==> src/rtl/bbm_seq_pkg.sv <==
// Package: shared types for the break-before-make channel sequencer.
// Assumes the control word is an enable bit above a binary channel code.
package bbm_seq_pkg;

    // Sequencer phase: idle (enables valid) or in the all-off break.
    typedef enum logic {
        SEQ_IDLE  = 1'b0,
        SEQ_BREAK = 1'b1
    } seq_phase_t;

    // Returns the width of a down-counter able to hold (n - 1), at least 1.
    function automatic int unsigned cnt_width(input int unsigned n);
        int unsigned w;
        w = (n > 1) ? $clog2(n) : 1;
        return w;
    endfunction

endpackage

==> src/rtl/bbm_ctrl_capture.sv <==
// Control capture: holds the control word and the variant bit seen on the
// cycle of an update strobe. Assumes the strobe is one clock wide; a longer
// strobe simply recaptures each cycle. Clears to enable = 0 on reset.
module bbm_ctrl_capture #(
    parameter int unsigned CTRL_W = 4
) (
    input  logic              clk,
    input  logic              rst_n,
    input  logic              load_i,
    input  logic [CTRL_W-1:0] ctrl_i,
    input  logic              diff_i,
    output logic [CTRL_W-1:0] ctrl_q,
    output logic              diff_q
);

    // Register the word and variant only when a load is requested.
    always_ff @(posedge clk) begin
        if (!rst_n) begin
            ctrl_q <= '0;
            diff_q <= 1'b0;
        end else if (load_i) begin
            ctrl_q <= ctrl_i;
            diff_q <= diff_i;
        end
    end

endmodule

==> src/rtl/bbm_break_timer.sv <==
// Break timer: after a start pulse, stays running for exactly BREAK_CYCLES
// clock cycles and raises a one-cycle done in the last of them. A new start
// while running reloads the full interval. Assumes BREAK_CYCLES >= 1.
module bbm_break_timer
    import bbm_seq_pkg::*;
#(
    parameter int unsigned BREAK_CYCLES = 21
) (
    input  logic clk,
    input  logic rst_n,
    input  logic start_i,
    output logic running_o,
    output logic done_o
);

    localparam int unsigned CNT_W = cnt_width(BREAK_CYCLES);
    localparam logic [CNT_W-1:0] LOAD_VAL = CNT_W'(BREAK_CYCLES - 1);

    seq_phase_t       phase_q;
    logic [CNT_W-1:0] cnt_q;

    // Done fires in the final running cycle unless a restart overrides it.
    always_comb begin
        done_o = (phase_q == SEQ_BREAK) && (cnt_q == '0) && !start_i;
    end

    assign running_o = (phase_q == SEQ_BREAK);

    // Load on start, count down while breaking, return to idle at zero.
    always_ff @(posedge clk) begin
        if (!rst_n) begin
            phase_q <= SEQ_IDLE;
            cnt_q   <= '0;
        end else if (start_i) begin
            phase_q <= SEQ_BREAK;
            cnt_q   <= LOAD_VAL;
        end else if (phase_q == SEQ_BREAK) begin
            if (cnt_q == '0) begin
                phase_q <= SEQ_IDLE;
            end else begin
                cnt_q <= cnt_q - 1'b1;
            end
        end
    end

endmodule

==> src/rtl/bbm_chan_decode.sv <==
// Channel decoder: turns an enable bit and a channel code into switch
// enables. Single-ended mode sets one bit per channel; differential mode
// sets the adjacent pair 2k/2k+1 for channel k and treats codes with the
// top code bit set as all off. Purely combinational; assumes N_SW is a
// power of two and at least 4.
module bbm_chan_decode #(
    parameter int unsigned N_SW = 8
) (
    input  logic                     en_i,
    input  logic [$clog2(N_SW)-1:0]  code_i,
    input  logic                     diff_i,
    output logic [N_SW-1:0]          sw_en_o
);

    localparam int unsigned SEL_W  = $clog2(N_SW);
    localparam int unsigned PAIR_W = SEL_W - 1;

    logic pair_range_ok;

    // A differential code is usable only with its top bit clear.
    assign pair_range_ok = !code_i[SEL_W-1];

    for (genvar i = 0; i < N_SW; i++) begin : g_sw
        localparam logic [SEL_W-1:0]  SE_ID   = SEL_W'(i);
        localparam logic [PAIR_W-1:0] PAIR_ID = PAIR_W'(i / 2);
        logic se_hit;
        logic df_hit;

        // Match this switch against the code for each variant.
        always_comb begin
            se_hit = (code_i == SE_ID);
            df_hit = pair_range_ok && (code_i[PAIR_W-1:0] == PAIR_ID);
        end

        assign sw_en_o[i] = en_i && (diff_i ? df_hit : se_hit);
    end

endmodule

==> src/rtl/bbm_chsel_seq.sv <==
// Top: break-before-make channel select sequencer. On an update strobe it
// captures the control word, opens every switch, runs the break timer and,
// when the interval ends, applies the decoded enables from the last word
// captured. Assumes the upstream interface strobes upd_i once per committed
// control word; the switch enables are registered so they are glitch-free.
module bbm_chsel_seq #(
    parameter int unsigned N_SW         = 8,
    parameter int unsigned BREAK_CYCLES = 21
) (
    input  logic                          clk,
    input  logic                          rst_n,
    input  logic                          upd_i,
    input  logic [$clog2(N_SW):0]         ctrl_i,
    input  logic                          diff_i,
    output logic [N_SW-1:0]               sw_en_o,
    output logic                          busy_o
);

    localparam int unsigned SEL_W  = $clog2(N_SW);
    localparam int unsigned CTRL_W = SEL_W + 1;

    logic [CTRL_W-1:0] ctrl_q;
    logic              diff_q;
    logic              timer_done;
    logic              timer_running;
    logic [N_SW-1:0]   next_en;
    logic [N_SW-1:0]   sw_en_q;

    // Hold the most recently strobed control word and variant.
    bbm_ctrl_capture #(
        .CTRL_W (CTRL_W)
    ) u_capture (
        .clk    (clk),
        .rst_n  (rst_n),
        .load_i (upd_i),
        .ctrl_i (ctrl_i),
        .diff_i (diff_i),
        .ctrl_q (ctrl_q),
        .diff_q (diff_q)
    );

    // Time the all-off interval, restarting on each update.
    bbm_break_timer #(
        .BREAK_CYCLES (BREAK_CYCLES)
    ) u_timer (
        .clk       (clk),
        .rst_n     (rst_n),
        .start_i   (upd_i),
        .running_o (timer_running),
        .done_o    (timer_done)
    );

    // Decode the captured word into the enables applied after the break.
    bbm_chan_decode #(
        .N_SW (N_SW)
    ) u_decode (
        .en_i    (ctrl_q[CTRL_W-1]),
        .code_i  (ctrl_q[SEL_W-1:0]),
        .diff_i  (diff_q),
        .sw_en_o (next_en)
    );

    // Open all switches on update; close the new ones when the break ends.
    always_ff @(posedge clk) begin
        if (!rst_n) begin
            sw_en_q <= '0;
        end else if (upd_i) begin
            sw_en_q <= '0;
        end else if (timer_done) begin
            sw_en_q <= next_en;
        end
    end

    assign sw_en_o = sw_en_q;
    assign busy_o  = timer_running;

endmodule

==> config.mk <==
export PLATFORM = sky130hd
export DESIGN_NAME = bbm_chsel_seq
export DESIGN_NICKNAME = d
export VERILOG_FILES = /design/src/rtl/bbm_seq_pkg.sv /design/src/rtl/bbm_ctrl_capture.sv /design/src/rtl/bbm_break_timer.sv /design/src/rtl/bbm_chan_decode.sv /design/src/rtl/bbm_chsel_seq.sv
export SDC_FILE = /design/constraint.sdc
export NUM_CORES = 1
export LEC_CHECK = 0
export ABC_CLOCK_PERIOD_IN_PS = 2100
export BUFFER_PORTS_ARGS = -buffer_cell sky130_fd_sc_hd__clkbuf_2
export CAP_MARGIN = 25
export CORE_MARGIN = 4
export CORE_UTILIZATION = 50
export DETAILED_ROUTE_END_ITERATION = 12
export HOLD_SLACK_MARGIN = 0.08
export PLACE_DENSITY_LB_ADDON = 0.08
export SLEW_MARGIN = 30
export SYNTH_ARGS = -nofsm -noshare
export SYNTH_HDL_FRONTEND = slang
export SYNTH_SLANG_ARGS = --single-unit
==> constraint.sdc <==
create_clock -name clk -period 2.1 [get_ports clk]
set_input_delay 0.42 -clock clk [delete_from_list [all_inputs] [get_ports clk]]
set_output_delay 0.42 -clock clk [all_outputs]
set_load 0.005 [all_outputs]
==> flow_summary.ini, run 1 <==
[run_status]
status = completed

[yosys]
synthArstFlopShare_pct = 0
synthFlopType = dfxtp_1
synth_edf_count = 0
syn_area_per_cell_um2 = 8.97
synth-seq-area-share_pct = 39.3
syn_inst = 108
synth_top_area_share_pct = 39.3
synth_fp_nets = 117
synthDistinctLibCells = 35
yosysWarnings = 0
yosys.area.top_type = dfxtp_1
yosys.cell_count.top_type = dfxtp_1
synth_common_cells = dfxtp_1, a21oi_1, nor2b_1
netlist_area_um2 = 968
synthTopCellsByArea = dfxtp_1, a21oi_1, nor2b_1, mux2i_1, and3b_1
ys_ff_latch = 19

[run]
maxCapViolations = 0

[drt]
wire_per_inst_um = 12.6
drt_first_pass_iters = 4
vias = 800
drc = 0
drt-initial-drc-count = 16
via_per_inst = 5.52
wl_mm = 1.82
ant_nets = 0

[global_route]
grt_busiest_layer = met2
antenna_found_initial = 0
grt_pass1_vias = 676
use_met2_pct = 22.0
gr-usage-met3_pct = 2.87
grt_pass1_wl_mm = 3.06
grt_use_total_pct = 14.7
overflow = 0
met1_usage_pct = 21.3
grt_max_degree = 13

[placement]
portBuffers = 16
hpwl_mm = 1.34
gp_congestion = 0.762
place_inst = 141
placedInstanceArea_um2 = 1050

[sta]
fmax_mhz = 608
fin_crit_ns = 1.65
final-setup-viol-count = 0
final_max_slew_viol_count = 0
worst_slew_pin_slew_ns = 0.471
hold_viol = 0
fin_setup_tns_ns = 0
finalHoldWorstSlack_ns = 0.380
finalCritPeriodShare_pct = 78.4
rsz0062_at_grt = no
fin_worst_skew_ns = 0.00518
max_slew_margin_pct = 68.6

[critical_path]
critPathMaxStageDelay_ns = 0.59
worst-setup-path-type = flip-flop to flip-flop
crit_chain = inv_1 -> ha_1 -> or4b_1 -> a21o_1 -> a21oi_1
cp-startpoint = u_timer.cnt_q[0]$_SDFFE_PP0P_
cpMaxStageDelayCell = or4b_1
cp.arrival_ns = 1.86
worstSetupStartpointType = flip-flop
r2r-end = u_timer.cnt_q[0]$_SDFFE_PP0P_
worstPathMaxFanout = 7
end_kind = flip-flop
r2r-start = u_timer.cnt_q[0]$_SDFFE_PP0P_
crit_path_end = u_timer.cnt_q[0]$_SDFFE_PP0P_
reg2reg_depth = 5
rrSetupSlack_ns = 0.45
crit_required_ns = 2.32

[floorplanning]
die_area_um2 = 2710
fp.dieW_um = 52.0
ioPinCount = 17
core_um2 = 1780
die_h_um = 52.0
fp-row-count = 15
start_util_pct = 54.3

[cts]
clk_path_buf_depth = 2
root_buffer = clkbuf_4
holdBufCountCts = 0
cts_tree = yes
cts.sinks = 19
cts_resized = 0
clk_latency_ns = 0.29
htree_levels = 1
cts_buffers = 3
cts.clk_slew.worst_paths_ns = 0.11
cts_setup_buffers = 0

[layout]
diodes = 0
multi_input_comb_area_um2 = 532
stdcell_count = 145
fillers = 160
final_cell_area_um2 = 1080
drive_gt1_share_pct = 19.2
nets = 130
area_growth_pct = 11.1
seq_area_um2 = 380

[power]
power.density_nw_per_um2 = 620
internal-power_mw = 0.490
switchingPower_mw = 0.178
pwr-share-seq_pct = 59.4
comb_power_share_pct = 13.4
vdd_drop_max_mv = 0.417
netSwitchingFraction_pct = 26.6
power.share.clock_pct = 27.2
p_leak_nw = 0.420

[min_path]
hp-class = input port to flip-flop
-- kinds of logic after synthesis --
logic type               share of synthesized area (%)
AO/OA/AOI/OAI                                     19.8
XOR/XNOR                                          2.71
adder cells (fa/ha/maj)                           1.29
buffers and inverters                             5.81
flip-flops                                        39.3
multiplexers                                      5.17
AND/OR/NAND/NOR                                   26.0
-- layer usage --
layer  share of wire (%)  vias to the layer above
li1                    -                      418
met2                  41                       18
met4                0.77                        0
met3                 5.4                        2
met5                   0                        -
met1                  53                      362
-- worst max-delay path: cells and delay by family (launching register included) --
family	cells	cell delay, ns
flip-flops	1	0.33
AO/OA/AOI/OAI	2	0.34
buffers and inverters	1	0.08
adder cells (fa/ha/maj)	1	0.24
AND/OR/NAND/NOR	1	0.59
-- final cells by class --
type                            count  share of cell area [%]
Sequential cell                    19                    35.3
Tap cell                           25                    2.91
Clock buffer                        4                    2.44
Inverter                            3                    1.05
Timing Repair Buffer               18                    8.84
Multi-Input combinational cell     76                    49.4
-- power by group through the flow --
stage                     logic, mW  registers, mW  clock network (mW)
after floorplan              0.0837          0.388                   0
final                        0.0894          0.397               0.182
after global placement       0.0879          0.404                   0
after global routing          0.101          0.400               0.205
after detailed placement     0.0891          0.405                   0
after CTS                    0.0896          0.397               0.191
-- flip-flops by register name (all words and copies together), names as in the netlist --
signal / cells
sw_en_o: 8
u_timer.cnt_q: 5
u_capture.ctrl_q: 4
u_timer.running_o: 1
u_capture.diff_q: 1
-- placed cells by master, fill, tap and decap left out, types with 4 or more instances in the layout --
master / Yosys / layout
a21oi_1: 12 / 12
and3b_1: 4 / 4
clkbuf_2: 2 / 16
dfxtp_1: 19 / 19
mux2i_1: 5 / 5
nor2b_1: 9 / 9
nor3b_1: 4 / 4
o211ai_1: 4 / 4
o21ai_0: 7 / 7
-- through the flow --
stage               setup WS [ns]  util (%)  power (mW)
floorplan                   0.571         -       0.472
global placement            0.472      58.9       0.492
detailed placement          0.453      58.9       0.494
CTS                         0.457      60.4       0.677
global route                0.359      60.4       0.706
finish                      0.454      60.4       0.668
-- worst min path at each step --
stage | from | cells after the start | to
after detailed placement | sw_en_o[0]$_SDFFE_PP0P_ | 2 | sw_en_o[0]$_SDFFE_PP0P_
final | diff_i | 3 | u_capture.diff_q$_SDFFE_PN0P_
after global routing | diff_i | 3 | u_capture.diff_q$_SDFFE_PN0P_
after floorplan | sw_en_o[7]$_SDFFE_PP0P_ | 2 | sw_en_o[7]$_SDFFE_PP0P_
after CTS | ctrl_i[1] | 3 | u_capture.ctrl_q[1]$_SDFFE_PN0P_
after global placement | sw_en_o[3]$_SDFFE_PP0P_ | 2 | sw_en_o[3]$_SDFFE_PP0P_
No activity file was read; power rests on OpenSTA's default activity.
==> run 2, diff against run 1 <==
Settings changed: ABC_AREA set to 1, ABC_CLOCK_PERIOD_IN_PS 2100 to 1400, CORE_UTILIZATION 50 to 47.
Clock period 2.1 ns to 1.4 ns, I/O delays scaled along.
==> run 2 against run 1 <==
Net effect:
- non-clock buffer count is the same
- critical endpoint is now u_timer.cnt_q[1]$_SDFFE_PP0P_
- via count increased by 2.3%
- fmax up 29%
- critical path depth rose by 1
- register-to-register slack lost 0.33 ns
==> flow_summary.ini, run 2 <==
[drt]
wire_per_inst_um = 10.4
drt_first_pass_iters = 4
vias = 818
drc = 0
drt-initial-drc-count = 20
ant_nets = 0
wl_mm = 1.71
via_per_inst = 4.96

[layout]
nets = 150
mostFrequentLayoutCells = nand2_1, a21oi_1, dfxtp_1
area_growth_pct = 18.0
drive_gt1_share_pct = 20.7
largest_reg_flops = 8
final_common_cell = nand2_1
diodes = 0
fillers = 188
stdcell_count = 165

[sta]
max_slew_margin_pct = 73.6
final_max_slew_viol_count = 0
final-setup-viol-count = 0
finalHoldWorstSlack_ns = 0.258
worst_slew_pin_slew_ns = 0.395
fin_worst_skew_ns = 0.00471
finalCritPeriodShare_pct = 91.3
rsz0062_at_grt = no
fmax_mhz = 782
hold_viol = 0
fin_setup_tns_ns = 0
worst_slack_ns = 0.121
fin_crit_ns = 1.28

[critical_path]
rrSetupSlack_ns = 0.12
reg2reg_depth = 6
crit_required_ns = 1.63
crit_chain = inv_1 -> ha_4 -> nand3_4 -> nand2_2 -> or2_1 -> a21oi_2
crit_path_end = u_timer.cnt_q[1]$_SDFFE_PP0P_
worstPathMaxFanout = 7
cp-startpoint = u_timer.cnt_q[1]$_SDFFE_PP0P_
r2r-start = u_timer.cnt_q[1]$_SDFFE_PP0P_
cpMaxStageDelayCell = dfxtp_1
worst-setup-path-type = flip-flop to flip-flop
critPathMaxStageDelay_ns = 0.38
r2r-end = u_timer.cnt_q[1]$_SDFFE_PP0P_
cp.arrival_ns = 1.51
end_kind = flip-flop
worstSetupStartpointType = flip-flop

[yosys]
synth_top_area_share_pct = 43.4
synthFlopType = dfxtp_1
yosys.area.top_type = dfxtp_1
syn_inst = 120
synth_edf_count = 0
ys_ff_latch = 19
yosysWarnings = 0
yosys.cell_count.top_type = nand2_1
synthTopCellsByArea = dfxtp_1, nand2_1, a21oi_1, nand3_1, inv_1
synth-seq-area-share_pct = 43.4
synth_fp_nets = 129
synthArstFlopShare_pct = 0
netlist_area_um2 = 877
synth_common_cells = nand2_1, a21oi_1, dfxtp_1
synthDistinctLibCells = 21
syn_area_per_cell_um2 = 7.31

[cts]
root_buffer = clkbuf_4
cts.sinks = 19
cts_buffers = 3
clk_path_buf_depth = 2
cts_tree = yes
htree_levels = 1
clk_latency_ns = 0.30
cts.clk_slew.worst_paths_ns = 0.11

[placement]
place_inst = 161
gp_congestion = 0.803
place_ws_ns = 0.0749
portBuffers = 16
hpwl_mm = 1.29

[run]
maxCapViolations = 0

[floorplanning]
fp-row-count = 15
fp.dieW_um = 51.2
core_um2 = 1750
die_h_um = 51.2
start_util_pct = 50.3
die_area_um2 = 2620
ioPinCount = 17

[global_route]
grt_pass1_vias = 767
antenna_found_initial = 0
grt_pass1_wl_mm = 3.04
overflow = 0
grt_use_total_pct = 15.6
grt_max_degree = 12

[run_status]
status = completed

[min_path]
hp-class = input port to flip-flop
min_from = ctrl_i[2]
whs_path_depth = 3

[power]
finalPower_mw = 1.02
p_leak_nw = 0.469
power.density_nw_per_um2 = 990
vdd_drop_max_mv = 0.632
## run 2: changes by cell type in the layout (fill, tap and decap cells not counted), sizes merged, moves of 4 or more
cell / delta
nand2: +25
nand3: +15
inv: +12
nor2b: -9
a21oi: +8
mux2i: -5
and3b: -4
nor2: +4
nor3b: -4
o211ai: -4
## run 2: cells by family after synthesis
| group | count (synthesis) | share of synthesized area (%) |
|---|---|---|
| AOI/OAI and AO/OA | 29 | 17.4 |
| xor gates and xnor gates | 1 | 0.999 |
| adders and majority gates | 1 | 1.43 |
| buffers and inverters | 17 | 7.42 |
| DFF | 19 | 43.4 |
| and+or+nand+nor | 53 | 29.4 |
## run 2: cell type report
class	count	area [µm²]	share of cell area, %
clock buffers	3	22.5	2.18
clock inverters	1	5.00	0.484
inverters	15	56.3	5.44
multi-input cells	84	444	42.9
flip-flops and latches	19	380	36.8
well taps	25	31.3	3.02
repair buffers	18	95.1	9.19
## run 2: worst max-delay path: cells and delay by family (launching register included)
family                   cells  cell delay (ns)
AND/OR/NAND/NOR              3             0.47
flip-flops                   1             0.38
adder cells (fa/ha/maj)      1             0.18
AO/OA/AOI/OAI                1             0.10
buffers and inverters        1             0.08
## run 2: per-layer routing
metal	up-vias	wire length [µm]	global-route usage, %	share of wire (%)
met4	0	19	9.42	1.1
met2	18	867	27.7	51
met5	-	0	0	0
met1	363	763	17.2	45
met3	2	63	2.62	3.7
li1	435	-	-	-
## run 2: power by group
group | internal (mW) | switching, mW | leakage (nW)
clock network | 0.106 | 0.169 | 0.0177
logic | 0.0633 | 0.102 | 0.296
registers | 0.562 | 0.0208 | 0.155
## run 2: stage by stage
stage | instance area, µm² | utilization (%)
final | 1030 | 59.3
after global routing | 1030 | 59.3
after CTS | 1020 | 58.6
after detailed placement | 995 | 57.0
after global placement | 995 | 57.0
after floorplan | 877 | -
## run 2: worst min path at each step
stage	end	slack (ns)
floorplan	u_timer.cnt_q[2]$_SDFFE_PN0P_	0.41
global placement	sw_en_o[5]$_SDFFE_PP0P_	0.45
detailed placement	sw_en_o[5]$_SDFFE_PP0P_	0.45
CTS	u_capture.ctrl_q[2]$_SDFFE_PN0P_	0.25
global route	u_capture.ctrl_q[3]$_SDFFE_PN0P_	0.27
finish	u_capture.ctrl_q[2]$_SDFFE_PN0P_	0.26
## run 2: timing repair
| item | in CTS | in global routing |
|---|---|---|
| buffers inserted | 0 | 0 |
| setup endpoints to repair | 0 | 11 |
| gates resized for setup | 0 | 2 |
| hold buffers | 0 | 0 |
==> run 3, diff against run 2 <==
Settings changed: ABC_CLOCK_PERIOD_IN_PS 1400 to 1090, CORE_UTILIZATION 47 to 48, HOLD_SLACK_MARGIN 0.08 to not set, SYNTH_HIERARCHICAL set to 1.
Clock period 1.4 ns to 1.09 ns, I/O delays scaled along.
==> run 3 against run 2 <==
Net effect:
- the run now ends with negative setup slack left
- wire length increased by 25%
- first-iteration DRC count decreased by 20%
- worst setup slack got worse by 0.19 ns
- sequential share of layout area decreased by 6.1 points
- sequential power increased by 29%
- combinational power increased by 79%
- synthesized area increased by 9.8%
- flip-flop and latch count unchanged
- clock skew decreased by 0.0022 ns
- register-to-register slack got worse by 0.19 ns
==> flow_summary.ini, run 3 <==
[run_status]
status = finished, violations left
violations = negative setup slack

[power]
power.density_nw_per_um2 = 1100
vdd_drop_max_mv = 0.855
finalPower_mw = 1.39
p_leak_nw = 0.609

[yosys]
synthDistinctLibCells = 20
synthTopCellsByArea = dfxtp_1, nand2_1, nor2_1, inv_1, a21oi_1
yosys.cell_count.top_type = nand2_1
synth_common_cells = nand2_1, nor2_1, inv_1
synth_fp_nets = 159
yosysWarnings = 6
synth_top_area_share_pct = 39.5
syn_inst = 150
ys_ff_latch = 19
netlist_area_um2 = 963
yosys.area.top_type = dfxtp_1
synthFlopType = dfxtp_1
syn_area_per_cell_um2 = 6.42
synth-seq-area-share_pct = 39.5
synthArstFlopShare_pct = 0
synth_edf_count = 0

[global_route]
overflow = 0
grt_use_total_pct = 17.6
grt_pass1_vias = 919
grt_max_degree = 14
antenna_found_initial = 0
grt_pass1_wl_mm = 3.59

[layout]
final_common_cell = nand2_1
final_cell_area_um2 = 1260
nets = 193
largest_reg_flops = 8
mostFrequentLayoutCells = nand2_1, nor2_1, inv_1
fillers = 165
area_growth_pct = 30.9
diodes = 0
drive_gt1_share_pct = 32.8

[sta]
worst_slack_ns = -0.0666
final-setup-viol-count = 12
finalHoldWorstSlack_ns = 0.185
fin_worst_skew_ns = 0.00252
fmax_mhz = 865
max_slew_margin_pct = 82.4
rsz0062_at_grt = yes
fin_crit_ns = 1.16
hold_viol = 0
finalCritPeriodShare_pct = 106
worst_slew_pin_slew_ns = 0.264
final_max_slew_viol_count = 0

[drt]
vias = 1003
drt_first_pass_iters = 4
via_per_inst = 4.82
wl_mm = 2.15
drt-initial-drc-count = 16
wire_per_inst_um = 10.3
ant_nets = 0
drc = 0

[floorplanning]
core_um2 = 1820
fp-row-count = 15
start_util_pct = 52.9
ioPinCount = 17
fp.dieW_um = 52.8
die_h_um = 52.8
die_area_um2 = 2790

[cts]
clk_path_buf_depth = 2
htree_levels = 1
cts.sinks = 19
cts_buffers = 3
clk_latency_ns = 0.29
root_buffer = clkbuf_4
holdBufCountCts = 0
cts_tree = yes
cts.clk_slew.worst_paths_ns = 0.10

[placement]
hpwl_mm = 1.60
place_ws_ns = -0.0671
gp_congestion = 0.872
placedInstanceArea_um2 = 1160
portBuffers = 16

[critical_path]
worst-setup-path-type = flip-flop to flip-flop
worstSetupStartpointType = flip-flop
cp.arrival_ns = 1.33
worstPathMaxFanout = 8
crit_required_ns = 1.27
end_kind = flip-flop

[run]
maxCapViolations = 0

[min_path]
hp-class = input port to flip-flop
## run 3: changes by cell type in the layout (fill, tap and decap cells not counted), sizes merged
cell | before | now
a21oi | 20 | 12
and3 | 0 | 1
buf | 2 | 16
clkinv | 1 | 0
inv | 15 | 26
nand2 | 28 | 44
nand3 | 17 | 7
nand4 | 0 | 1
nor2 | 6 | 29
o211ai | 0 | 1
o21ai | 8 | 5
or2 | 1 | 0
xnor2 | 1 | 0
## run 3: cell families after synthesis
logic type | Yosys count | share of synthesized area [%]
simple gates | 83 | 35.8
buf+inv | 28 | 12.5
compound gates | 19 | 10.9
flops | 19 | 39.5
fa+ha+maj | 1 | 1.30
## run 3: critical path: stages (launching register included)
cell and delay (ns):
dfxtp_2 0.33, inv_2 0.07, ha_4 0.14, nand3_4 0.09
nor2_4 0.11, buf_6 0.13, inv_6 0.05, nand2_1 0.05
a21oi_1 0.06
## run 3: report_power, final
group	leakage, nW	internal (mW)	switching [mW]
combinational	0.437	0.135	0.162
sequential	0.157	0.723	0.0314
clock	0.0150	0.142	0.197
## run 3: per-stage QoR
stage / cells / TNS, ns / utilization [%]
final: 208 / -0.582 / 69.3
after global routing: 208 / -1.66 / 69.3
after CTS: 205 / -0.408 / 66.5
after detailed placement: 200 / -0.419 / 63.7
after global placement: 200 / -0.214 / 63.7
after floorplan: 150 / 0 / -
## run 3: cell type report
class	count	area [µm²]	area share (%)
Inverter	26	103	8.13
Timing Repair Buffer	31	204	16.2
Clock buffer	4	26.3	2.08
Tap cell	25	31.3	2.48
Multi-Input combinational cell	103	510	40.5
Sequential cell	19	387	30.7
## run 3: per-layer routing
| metal | global-route usage [%] | part of all wire, % | up-vias | wire (µm) |
|---|---|---|---|---|
| li1 | - | - | 531 | - |
| met3 | 5.13 | 5.6 | 2 | 120 |
| met5 | 0 | 0 | - | 0 |
| met4 | 5.53 | 0.65 | 0 | 14 |
| met2 | 32.4 | 48 | 27 | 1040 |
| met1 | 19.1 | 45 | 443 | 972 |
## run 3: repair_timing
item	in CTS	in global routing
setup endpoints to repair	11	13
pin swaps	0	1
gates resized for setup	7	10
gates cloned	1	0
buffers inserted	0	3
## run 3: path summary, 6_finish.rpt
check | from | end | slack (ns) | cells past startpoint
setup / recovery | u_timer/cnt_q[0]$_SDFFE_PP0P_ | sw_en_o[3]$_SDFFE_PP0P_ | -0.07 | 8
hold / removal | ctrl_i[2] | u_capture/ctrl_q[2]$_SDFFE_PN0P_ | 0.19 | 5
setup reg to reg | u_timer/cnt_q[0]$_SDFFE_PP0P_ | sw_en_o[3]$_SDFFE_PP0P_ | -0.07 | 8
hold reg to reg | sw_en_o[0]$_SDFFE_PP0P_ | sw_en_o[0]$_SDFFE_PP0P_ | 0.47 | 2
